## config.mk

```make
export PLATFORM = sky130hd
export DESIGN_NAME = msi_intr_file
export DESIGN_NICKNAME = d
export VERILOG_FILES = /design/src/rtl/msi_pkg.sv /design/src/rtl/msi_decode.sv /design/src/rtl/msi_select.sv /design/src/rtl/msi_ireg_file.sv /design/src/rtl/msi_intr_file.sv
export SDC_FILE = /design/constraint.sdc
export NUM_CORES = 1
export LEC_CHECK = 0
export ABC_AREA = 1
export BUFFER_PORTS_ARGS = -buffer_cell sky130_fd_sc_hd__buf_2
export CAP_MARGIN = 10
export CELL_PAD_IN_SITES_DETAIL_PLACEMENT = 0
export CELL_PAD_IN_SITES_GLOBAL_PLACEMENT = 1
export CORE_MARGIN = 4
export CORE_UTILIZATION = 25
export CTS_CLUSTER_SIZE = 30
export DETAILED_ROUTE_END_ITERATION = 6
export PLACE_DENSITY = 0.63
export SLEW_MARGIN = 20
export SYNTH_ARGS = -nofsm -noshare
export SYNTH_HDL_FRONTEND = slang
export SYNTH_HIERARCHICAL = 1
export SYNTH_SLANG_ARGS = --single-unit
```

## constraint.sdc

```tcl
create_clock -name clk -period 5.7 [get_ports clk]
set_input_delay 0.57 -clock clk [delete_from_list [all_inputs] [get_ports clk]]
set_output_delay 0.57 -clock clk [all_outputs]
set_load 0.02 [all_outputs]
```

## src/rtl/msi_pkg.sv

```systemverilog
// Package: msi_pkg
// Shared constants for the message-signalled interrupt file: indirect select
// codes, message window offsets and the identity width. It also has a helper
// that packs an identity into the top-value word.
// Assumes identities never exceed 2047, so 11 bits hold any of them.
package msi_pkg;

    localparam int          ID_W          = 11;
    localparam int          MAX_LEGAL_ID  = 2047;
    localparam logic [7:0]  SEL_DELIV     = 8'h70;
    localparam logic [7:0]  SEL_THRESH    = 8'h72;
    localparam logic [7:0]  SEL_PEND_BASE = 8'h80;
    localparam logic [7:0]  SEL_ENAB_BASE = 8'hC0;
    localparam logic [11:0] OFF_LITTLE    = 12'h000;
    localparam logic [11:0] OFF_BIG       = 12'h004;

    // Identity in bits 31:16, the same identity as priority in bits 10:0.
    function automatic logic [31:0] pack_top(input logic [ID_W-1:0] id);
        return {5'b0, id, 5'b0, id};
    endfunction

endpackage

```

## src/rtl/msi_decode.sv

```systemverilog
// Module: msi_decode
// Turns a message write into a pending-bit set request. Offset 0x000 takes the
// identity from data bits 15:0 and offset 0x004 from bits 31:16. Identity 0,
// identities above MAX_ID and all other offsets produce no request.
// Assumes MAX_ID lies between 1 and 2047. Purely combinational.
module msi_decode
    import msi_pkg::*;
#(
    parameter int MAX_ID = 63
) (
    input  logic             clk,
    input  logic             rst_n,
    input  logic             wr_en,
    input  logic [11:0]      addr,
    input  logic [31:0]      wdata,
    output logic             set_valid,
    output logic [ID_W-1:0]  set_id
);

    logic [15:0] raw_id;
    logic        offset_hit;

    // Pick the half-word that holds the identity and qualify the request.
    always_comb begin
        raw_id     = (addr == OFF_BIG) ? wdata[31:16] : wdata[15:0];
        offset_hit = wr_en && ((addr == OFF_LITTLE) || (addr == OFF_BIG));
        set_valid  = offset_hit && (raw_id != 16'd0) && (raw_id <= 16'(MAX_ID));
        set_id     = raw_id[ID_W-1:0];
    end


    bad_offset_chk: assert property (@(posedge clk) disable iff (!rst_n)
        (wr_en && (addr != OFF_LITTLE) && (addr != OFF_BIG)) |-> !set_valid);


    id_range_chk: assert property (@(posedge clk) disable iff (!rst_n)
        set_valid |-> ((set_id != '0) && (32'(set_id) <= MAX_ID)));

endmodule

```

## src/rtl/msi_select.sv

```systemverilog
// Module: msi_select
// Finds the lowest identity that is pending, enabled and below the threshold.
// A zero threshold masks nothing. Bit i of the vectors stands for identity i+1.
// Assumes bits for identities above MAX_ID are already zero in pend.
// Purely combinational.
module msi_select
    import msi_pkg::*;
#(
    parameter int NBITS = 64
) (
    input  logic             clk,
    input  logic             rst_n,
    input  logic [NBITS-1:0] pend,
    input  logic [NBITS-1:0] enab,
    input  logic [ID_W-1:0]  thresh,
    output logic             found,
    output logic [ID_W-1:0]  top_id
);

    logic [NBITS-1:0] elig;
    logic [NBITS-1:0] top_mask;

    // Per-identity eligibility: pending, enabled and under the threshold.
    for (genvar i = 0; i < NBITS; i++) begin : g_elig
        assign elig[i] = pend[i] & enab[i] &
                         ((thresh == '0) || ((ID_W+1)'(i + 1) < {1'b0, thresh}));
    end

    // Priority scan: the lowest eligible index wins.
    always_comb begin
        found  = 1'b0;
        top_id = '0;
        for (int i = NBITS - 1; i >= 0; i--) begin
            if (elig[i]) begin
                found  = 1'b1;
                top_id = ID_W'(i + 1);
            end
        end
    end

    // One-hot mask of the chosen identity, used only by the checks below.
    assign top_mask = found ? (NBITS'(1) << (top_id - 1'b1)) : '0;


    winner_live_chk: assert property (@(posedge clk) disable iff (!rst_n)
        found |-> ((pend & enab & top_mask) != '0));


    under_thresh_chk: assert property (@(posedge clk) disable iff (!rst_n)
        (found && (thresh != '0)) |-> (top_id < thresh));


    empty_zero_chk: assert property (@(posedge clk) disable iff (!rst_n)
        !found |-> (top_id == '0));

endmodule

```

## src/rtl/msi_ireg_file.sv

```systemverilog
// Module: msi_ireg_file
// Holds the file state: pending and enable bits, the threshold and the
// delivery switch. Serves the indirect select/data port and applies message
// sets and claims. Within one cycle an indirect word write goes first, then
// the claim clear, then the message set, so a set always survives.
// Assumes NUM_WORDS <= 64, so the word index is select bits 5:0.
module msi_ireg_file
    import msi_pkg::*;
#(
    parameter int MAX_ID    = 63,
    parameter int NUM_WORDS = 2,
    localparam int NBITS    = NUM_WORDS * 32
) (
    input  logic             clk,
    input  logic             rst_n,
    input  logic [7:0]       sel,
    input  logic             wr_en,
    input  logic [31:0]      wdata,
    output logic [31:0]      rdata,
    input  logic             set_valid,
    input  logic [ID_W-1:0]  set_id,
    input  logic             claim_valid,
    input  logic [ID_W-1:0]  claim_id,
    output logic [NBITS-1:0] pend,
    output logic [NBITS-1:0] enab,
    output logic [ID_W-1:0]  thresh,
    output logic             deliv
);

    logic [NBITS-1:0] valid_mask;
    logic [NBITS-1:0] set_mask;
    logic [NBITS-1:0] claim_mask;
    logic [NBITS-1:0] pend_n;
    logic [NBITS-1:0] enab_n;
    logic [ID_W-1:0]  thresh_n;
    logic             deliv_n;
    logic             hit_pend;
    logic             hit_enab;
    logic             hit_any;
    logic [5:0]       word_idx;

    // Implemented bits: identities 1 to MAX_ID.
    for (genvar i = 0; i < NBITS; i++) begin : g_mask
        assign valid_mask[i] = (i < MAX_ID);
    end

    // Decode the select code into register hits.
    always_comb begin
        word_idx = sel[5:0];
        hit_pend = (sel >= SEL_PEND_BASE) &&
                   ({1'b0, sel} < 9'(int'(SEL_PEND_BASE) + NUM_WORDS));
        hit_enab = (sel >= SEL_ENAB_BASE) &&
                   ({1'b0, sel} < 9'(int'(SEL_ENAB_BASE) + NUM_WORDS));
        hit_any  = hit_pend || hit_enab || (sel == SEL_DELIV) || (sel == SEL_THRESH);
    end

    // One-hot masks for the message set and the claim.
    assign set_mask   = set_valid   ? (NBITS'(1) << (set_id   - 1'b1)) : '0;
    assign claim_mask = claim_valid ? (NBITS'(1) << (claim_id - 1'b1)) : '0;

    // Next-state logic: indirect write, then claim, then message set.
    always_comb begin
        pend_n   = pend;
        enab_n   = enab;
        thresh_n = thresh;
        deliv_n  = deliv;
        if (wr_en) begin
            for (int w = 0; w < NUM_WORDS; w++) begin
                if (hit_pend && (int'(word_idx) == w)) pend_n[w*32 +: 32] = wdata;
                if (hit_enab && (int'(word_idx) == w)) enab_n[w*32 +: 32] = wdata;
            end
            if (sel == SEL_THRESH) thresh_n = wdata[ID_W-1:0];
            if (sel == SEL_DELIV) begin
                if (wdata == 32'd0)      deliv_n = 1'b0;
                else if (wdata == 32'd1) deliv_n = 1'b1;
            end
        end
        pend_n = ((pend_n & ~claim_mask) | set_mask) & valid_mask;
        enab_n = enab_n & valid_mask;
    end

    // State registers with synchronous active-low reset.
    always_ff @(posedge clk) begin
        if (!rst_n) begin
            pend   <= '0;
            enab   <= '0;
            thresh <= '0;
            deliv  <= 1'b0;
        end else begin
            pend   <= pend_n;
            enab   <= enab_n;
            thresh <= thresh_n;
            deliv  <= deliv_n;
        end
    end

    // Indirect read mux; unimplemented codes read zero.
    always_comb begin
        rdata = '0;
        if (sel == SEL_DELIV)  rdata = {31'b0, deliv};
        if (sel == SEL_THRESH) rdata = {{(32-ID_W){1'b0}}, thresh};
        for (int w = 0; w < NUM_WORDS; w++) begin
            if (hit_pend && (int'(word_idx) == w)) rdata = pend[w*32 +: 32];
            if (hit_enab && (int'(word_idx) == w)) rdata = enab[w*32 +: 32];
        end
    end


    claim_clear_chk: assert property (@(posedge clk) disable iff (!rst_n)
        (claim_valid && ((set_mask & claim_mask) == '0) && !(wr_en && hit_pend))
        |=> ((pend & $past(claim_mask)) == '0));


    set_wins_chk: assert property (@(posedge clk) disable iff (!rst_n)
        set_valid |=> ((pend & $past(set_mask)) != '0));


    deliv_hold_chk: assert property (@(posedge clk) disable iff (!rst_n)
        (wr_en && (sel == SEL_DELIV) && (wdata > 32'd1)) |=> (deliv == $past(deliv)));


    unimpl_write_chk: assert property (@(posedge clk) disable iff (!rst_n)
        (wr_en && !hit_any && !set_valid && !claim_valid)
        |=> ($stable(pend) && $stable(enab) && $stable(thresh) && $stable(deliv)));

endmodule

```

## src/rtl/msi_intr_file.sv

```systemverilog
// Module: msi_intr_file
// Top of the per-hart message-signalled interrupt file. Ties together the
// message decoder, the register state and the priority selector. Drives the
// top value and the request line from registered state, so every change is
// visible on the cycle after it is written.
// Assumes 1 <= MAX_ID <= 2047.
module msi_intr_file
    import msi_pkg::*;
#(
    parameter int MAX_ID = 63
) (
    input  logic        clk,
    input  logic        rst_n,
    input  logic        msi_wr_en,
    input  logic [11:0] msi_addr,
    input  logic [31:0] msi_wdata,
    input  logic [7:0]  cfg_sel,
    input  logic        cfg_wr_en,
    input  logic [31:0] cfg_wdata,
    output logic [31:0] cfg_rdata,
    input  logic        top_claim,
    output logic [31:0] top_value,
    output logic        irq
);

    localparam int NUM_WORDS = (MAX_ID + 31) / 32;
    localparam int NBITS     = NUM_WORDS * 32;

    logic             set_valid;
    logic [ID_W-1:0]  set_id;
    logic [NBITS-1:0] pend;
    logic [NBITS-1:0] enab;
    logic [ID_W-1:0]  thresh;
    logic             deliv;
    logic             found;
    logic [ID_W-1:0]  top_id;
    logic             claim_valid;

    msi_decode #(.MAX_ID(MAX_ID)) u_decode (
        .clk       (clk),
        .rst_n     (rst_n),
        .wr_en     (msi_wr_en),
        .addr      (msi_addr),
        .wdata     (msi_wdata),
        .set_valid (set_valid),
        .set_id    (set_id)
    );

    msi_ireg_file #(.MAX_ID(MAX_ID), .NUM_WORDS(NUM_WORDS)) u_regs (
        .clk         (clk),
        .rst_n       (rst_n),
        .sel         (cfg_sel),
        .wr_en       (cfg_wr_en),
        .wdata       (cfg_wdata),
        .rdata       (cfg_rdata),
        .set_valid   (set_valid),
        .set_id      (set_id),
        .claim_valid (claim_valid),
        .claim_id    (top_id),
        .pend        (pend),
        .enab        (enab),
        .thresh      (thresh),
        .deliv       (deliv)
    );

    msi_select #(.NBITS(NBITS)) u_select (
        .clk    (clk),
        .rst_n  (rst_n),
        .pend   (pend),
        .enab   (enab),
        .thresh (thresh),
        .found  (found),
        .top_id (top_id)
    );

    // Outputs: claim only counts with a live winner; request needs delivery.
    always_comb begin
        claim_valid = top_claim && found;
        top_value   = found ? pack_top(top_id) : 32'd0;
        irq         = deliv && found;
    end


    irq_top_chk: assert property (@(posedge clk) disable iff (!rst_n)
        irq |-> (top_value != 32'd0));


    top_shape_chk: assert property (@(posedge clk) disable iff (!rst_n)
        (top_value[31:16] == {5'b0, top_value[10:0]}) && (top_value[15:11] == 5'b0));

endmodule

```

==> metrics.yaml, run 1 <==
floorplanning:
  rows: 73
  core-area_um2: 39910
  die_area_um2: 43910
  start_util_pct: 25.44
  die_w_um: 209.5
  pin_count: 154
  fp.dieH_um: 209.5
cells_and_area:
  final_area_um2: 13020
  area_growth_pct: 28.24
  final_core_util_pct: 32.63
  final_nets: 1915
  antenna_cells: 0
  layout-drive-gt1-share_pct: 22.97
clock_network:
  clockBufferDepth: 2
  cts_tree: "yes"
  cts_hold_buf: 0
  path_clk_slew_ps: 70
  cts_num_sinks: 138
  cts_max_level: 4
  clock_latency_ps: 450
  cts_buffers: 17
  ctsRootBufferMaster: "clkbuf_16"
critical_path:
  critPathBufInv: 11
  worst_ep_required_time_ps: 6000
  crit_family: "simple AND/OR/NAND/NOR gates"
  end_kind: "register"
  criticalPathCategory: "register to register"
  rr_endpoint: "u_regs/pend[16]"
  cp_max_fo: 6
  crit_top_cell: "buf_4"
  start_kind: "register"
  r2r.worst_path.cells: 50
  slowest_stage: "dfxtp_2"
  critPathMaxStageDelay_ps: 340
  worstReg2RegStart: "u_regs/thresh[9]"
  rrSetupSlack_ps: -360
  worstPathArrival_ps: 6360
global_routing:
  grt_usage_pct: 22.22
  grt_pass1_wl_um: 74620
  overflow: 0
  first_global_vias: 11590
  antenna_found_initial: 1
  grt_max_degree: 68
yosys:
  async_flop_share_pct: 0
  synth.top_cell.area_share_pct: 27.21
  synth-compound-area-share_pct: 23.99
  yosysMostFrequentCell: "nand2_1"
  synthDistinctLibCells: 49
  ys_seq_area_share_pct: 27.21
  syn_inst: 1647
  synth_xor_area_share_pct: 1.097
  synth_edf_count: 0
  syn_avg_cell_area_um2: 6.166
  synthMuxAreaShare_pct: 0
  synth-simple-area-share_pct: 32.90
  ys_ff_latch: 138
  yosysWarnings: 6
  syn_area_um2: 10150
  synth_top_family_by_area: "simple AND/OR/NAND/NOR gates"
  yosys_most_used_dff: "dfxtp_1"
  synth.largest_area_cell: "dfxtp_1"
  synth_area_leaders: "dfxtp_1 (27%), nand2_1 (13%), o21ai_0 (8.6%), inv_1 (8.2%), a21oi_1 (7.8%)"
  synth_common_cells: "nand2_1 (350), inv_1 (222), o21ai_0 (175), a21oi_1 (158), dfxtp_1 (138)"
  yosys.area_share.adder_pct: 0.2464
routing:
  wl_per_cell_um: 21.55
  vias_per_cell: 5.271
  first_pass_iters: 6
  drtAntennaViolNets: 0
  initialDrtViolationCount: 1148
  vias: 12450
  drc_errors: 0
  routed_wl_um: 50890
pwr:
  ir_worst_vdd_uv: 219.0
  power.static_leakage_uw: 0.005506
  powerDensity_nw_per_um2: 181.9
  power_uw: 2369
placed_design:
  hpwl_um: 38620
  gp_congestion: 0.9712
  io_buffers: 133
  post_dp_cell_area_um2: 11800
outcome:
  violations: "setup timing"
  status: "complete, but fails checks"
sta:
  grt_setup_unrepaired: "yes"
  slew_viol_final: 0
  setup_viol: 67
  finClkSkew_ps: 16.60
  setup_slack_ps: -358.8
  hold_viol: 0
  fmax_mhz: 165.0
  min_period_over_period_pct: 106.3
  final.min_clock_period_ps: 6059
  worst_pin_slew_ps: 1126
  slew_headroom_pct: 24.87
job:
  maxCapViolCount: 0
worst_hold_path:
  whs_path_depth: 3
  hold_class: "input pin to register"
  holdPathEnd: "u_regs/thresh[1]"
  hp-start: "cfg_wdata[1]"
timing repair:
action                                  in CTS  in global routing
pin swaps                                   36                 49
gates resized for setup                     78                 39
cloned                                       4                  0
endpoints found under the setup margin      65                 67
buffers inserted                            20                  1
tightest hold or removal path, cell delays in order:
cell and delay [ps]:
buf_2 120, nand3_1 80, a21oi_1 60
layer usage:
layer,vias up,GRT usage (%),share of wire (%)
met2,589,36.64,47
met3,88,3.468,7.6
met5,-,0,0.031
li1,5884,-,-
met1,5887,30.23,43
met4,2,6.211,2.6
power by group:
part / switching, uW / total (uW) / internal (uW)
clock: 489 / 1180 / 692
sequential: 1.97 / 968 / 966
combinational: 161 / 220 / 58.8
through the flow:
stage / worst slack, ps / hold WS (ps) / setup TNS (ps) / instances
after floorplan: 259.0 / 437.2 / 0 / 1660
after global placement: -639.4 / 455.2 / -33330 / 2307
after detailed placement: -556.6 / 459.8 / -29010 / 2307
after CTS: -322.5 / 418.2 / -16890 / 2361
after global routing: -1071 / 443.7 / -65860 / 2362
final: -358.8 / 426.3 / -19650 / 2362
sequential cells by signal, summed over array words and instances, names as in the netlist:
name	cells
u_regs/deliv	1
u_regs/enab	63
u_regs/pend	63
u_regs/thresh	11
layout by cell type, fill, tap and decap left out, types with 21 or more instances in the layout:
| cell type | n |
|---|---|
| nand2_1 | 329 |
| inv_1 | 220 |
| o21ai_0 | 168 |
| a21oi_1 | 157 |
| buf_2 | 131 |
| dfxtp_1 | 131 |
| buf_4 | 111 |
| nand4_1 | 111 |
| nor2_1 | 95 |
| nand3_1 | 66 |
| o21ai_2 | 21 |
worst max path at each step:
stage / from / end / slack, ps / cells after the start
CTS: u_regs/thresh[10] / u_regs/pend[56] / -320 / 80
detailed placement: u_regs/thresh[9] / u_regs/pend[56] / -560 / 81
global route: u_regs/thresh[9] / u_regs/pend[61] / -1070 / 80
floorplan: u_regs/thresh[3] / u_regs/pend[31] / 260 / 77
finish: u_regs/thresh[9] / u_regs/pend[16] / -360 / 50
global placement: u_regs/thresh[9] / u_regs/pend[24] / -640 / 81
cell type report:
| type | instances | area, um^2 |
|---|---|---|
| Inverter | 229 | 862.1 |
| Clock inverter | 13 | 168.9 |
| Tap cell | 525 | 656.9 |
| Clock buffer | 19 | 432.9 |
| Timing Repair Buffer | 264 | 1787 |
| Sequential cell | 138 | 2771 |
| Fill cell | 4394 | 26890 |
| Multi-Input combinational cell | 1174 | 6344 |
kinds of logic after synthesis:
kind of cell / after synthesis
compound gates: 437
xor+xnor: 11
flops: 138
other cells: 3
buf+inv: 348
simple gates: 708
fa+ha+maj: 2
(Power assumes the default switching activity.)
==> run 2: changes to the inputs <==
Settings changed: ABC_AREA 1 to not set, PLACE_DENSITY 0.63 to 0.6, SKIP_CTS_REPAIR_TIMING set to 1.
==> metrics.yaml, run 2 <==
floorplanning:
  core-area_um2: 42320
  die_w_um: 215.9
  fp.dieH_um: 215.9
  rows: 75
  start_util_pct: 25.53
  die_area_um2: 46610
  pin_count: 154
yosys:
  synth.top_cell.area_share_pct: 25.57
  synth.largest_area_cell: "dfxtp_1"
  syn_inst: 1378
  async_flop_share_pct: 0
  ys_seq_area_share_pct: 25.57
  yosys_most_used_dff: "dfxtp_1"
  synth_edf_count: 0
  yosysWarnings: 6
  yosysMostFrequentCell: "nand2_1"
  syn_avg_cell_area_um2: 7.841
  synth_common_cells: "nand2_1 (262), dfxtp_1 (138), o21ai_0 (84), a21boi_0 (64), clkbuf_1 (60)"
  synthDistinctLibCells: 97
  synth_area_leaders: "dfxtp_1 (26%), nand2_1 (9.1%), mux2i_1 (5.2%), a21boi_0 (4.4%), mux2_2 (4.4%)"
  syn_area_um2: 10810
  ys_ff_latch: 138
placed_design:
  io_buffers: 133
  gp_congestion: 1.006
  hpwl_um: 38480
critical_path:
  rr_endpoint: "u_regs/pend[15]"
  critPathBufInv: 3
  r2r.worst_path.cells: 16
  worst_ep_required_time_ps: 6000
  criticalPathCategory: "register to register"
  start_kind: "register"
  slowest_stage: "a211oi_1"
  worstPathArrival_ps: 5440
  critPathMaxStageDelay_ps: 590
  end_kind: "register"
  rrSetupSlack_ps: 560
  cp_max_fo: 16
  worstReg2RegStart: "u_regs/thresh[5]"
  crit_chain: "buf_4 > nor4_1 > buf_4 > a31oi_1 > a31oi_1 > a211o_1 > a211oi_1 > a21oi_1 > nand2_1 > inv_1 > ha_1 > o21bai_1 > a211oi_1 > o311ai_4 > o211ai_1 > o21ai_0"
  crit_family: "compound AO/OA/AOI/OAI gates"
routing:
  wl_per_cell_um: 24.57
  initialDrtViolationCount: 1263
  first_pass_iters: 5
  vias: 11650
  routed_wl_um: 50370
  drc_errors: 0
  vias_per_cell: 5.681
  drtAntennaViolNets: 0
clock_network:
  clock_latency_ps: 440
  cts_num_sinks: 138
  cts_tree: "yes"
  cts_max_level: 4
  ctsRootBufferMaster: "clkbuf_16"
  path_clk_slew_ps: 60
  cts_buffers: 17
  clockBufferDepth: 2
pwr:
  power.static_leakage_uw: 0.004866
  powerDensity_nw_per_um2: 183.3
  ir_worst_vdd_uv: 166.6
  power_uw: 2294
sta:
  slew_viol_final: 0
  worst_pin_slew_ps: 1102
  min_period_over_period_pct: 90.11
  setup_viol: 0
  fmax_mhz: 194.7
  final.min_clock_period_ps: 5136
  slew_headroom_pct: 25.97
  grt_setup_unrepaired: "no"
  final.setup.tns_ps: 0
  hold_viol: 0
  finClkSkew_ps: 13.60
global_routing:
  grt_max_degree: 74
  overflow: 0
  first_global_vias: 10760
  antenna_found_initial: 1
  grt_pass1_wl_um: 72860
  grt_usage_pct: 20.54
cells_and_area:
  top_regs: "u_regs/enab: 63 flops, u_regs/pend: 63 flops, u_regs/thresh: 11 flops"
  multi_input_area_um2: 7450
  layout_common_cells: "nand2_1 (262), dfxtp_1 (138), buf_2 (132)"
  final_nets: 1552
  nFillCells: 4639
  layout-drive-gt1-share_pct: 21.86
  area_growth_pct: 15.81
  layout_commonest_cell: "nand2_1"
  area.sequential_um2: 2763
  antenna_cells: 0
worst_hold_path:
  hp-start: "cfg_wdata[19]"
  hold_class: "input pin to register"
  whs_path_depth: 3
  holdPathEnd: "u_regs/enab[51]"
outcome:
  status: "finished clean"
job:
  maxCapViolCount: 0
run 2: cell types whose count changed in the layout (fill, tap and decap cells not counted), moves of 64 or more:
| cell | delta |
|---|---|
| inv_1 | -206 |
| a21oi_1 | -110 |
| nand4_1 | -87 |
| o21ai_0 | -84 |
| buf_4 | -72 |
| nand2_1 | -67 |
| a21boi_0 | +64 |
run 2: worst max path at each step:
stage,from,slack (ps),depth (start not counted),end
CTS,u_regs/thresh[5],670,16,u_regs/pend[15]
detailed placement,u_regs/thresh[5],690,16,u_regs/pend[15]
global route,u_regs/thresh[5],240,16,u_regs/pend[11]
finish,u_regs/thresh[5],560,16,u_regs/pend[15]
global placement,u_regs/thresh[0],290,15,u_regs/pend[14]
floorplan,u_regs/thresh[7],1130,18,u_regs/pend[13]
run 2: metal layers:
| metal | global-route usage, % | vias up | share of wire (%) |
|---|---|---|---|
| met2 | 33.70 | 560 | 47 |
| li1 | - | 5301 | - |
| met4 | 6.358 | 0 | 2.9 |
| met1 | 28.09 | 5723 | 44 |
| met5 | 0 | - | 0 |
| met3 | 2.785 | 62 | 6.6 |
run 2: kinds of logic after synthesis:
| kind of cell | count (synthesis) | share of synthesized area (%) |
|---|---|---|
| AND/OR/NAND/NOR | 552 | 26.29 |
| buffers and inverters | 134 | 6.288 |
| multiplexers | 119 | 13.94 |
| other | 3 | 0.1042 |
| flip-flops | 138 | 25.57 |
| XOR/XNOR | 8 | 0.6484 |
| AO/OA/AOI/OAI | 422 | 26.93 |
| adder cells (fa/ha/maj) | 2 | 0.2316 |
run 2: where the power goes:
| group | internal, uW | switching [uW] | total (uW) |
|---|---|---|---|
| Combinational | 71.8 | 140 | 211 |
| Clock | 675 | 440 | 1110 |
| Sequential | 966 | 1.49 | 967 |
| Total | 1710 | 581 | 2290 |
run 2: stage by stage:
| step | instances | utilization (%) | setup slack [ps] | hold WS [ps] | cell area, um^2 |
|---|---|---|---|---|---|
| final | 2050 | 29.57 | 563.6 | 438.7 | 12510 |
| after global placement | 2019 | 28.17 | 294.5 | 465.7 | 11920 |
| after global routing | 2050 | 29.57 | 242.6 | 429.7 | 12510 |
| after CTS | 2050 | 29.57 | 672.8 | 415.1 | 12510 |
| after detailed placement | 2019 | 28.21 | 691.0 | 473.1 | 11940 |
| after floorplan | 1391 | - | 1129 | 447.0 | 10850 |
run 2: layout make-up:
| class | instances | area share (%) |
|---|---|---|
| clock buffer | 24 | 3.850 |
| multi-input combinational | 1119 | 59.53 |
| clock inverter | 7 | 0.7299 |
| sequential | 138 | 22.08 |
| timing repair buffer | 171 | 7.619 |
| inverter | 14 | 0.4200 |
| tap | 577 | 5.769 |
run 2: tightest hold or removal path: cells and delay by family:
kind                   cells  cell delay [ps]
buffers and inverters      1              130
AND/OR/NAND/NOR            1               60
AO/OA/AOI/OAI              1               60
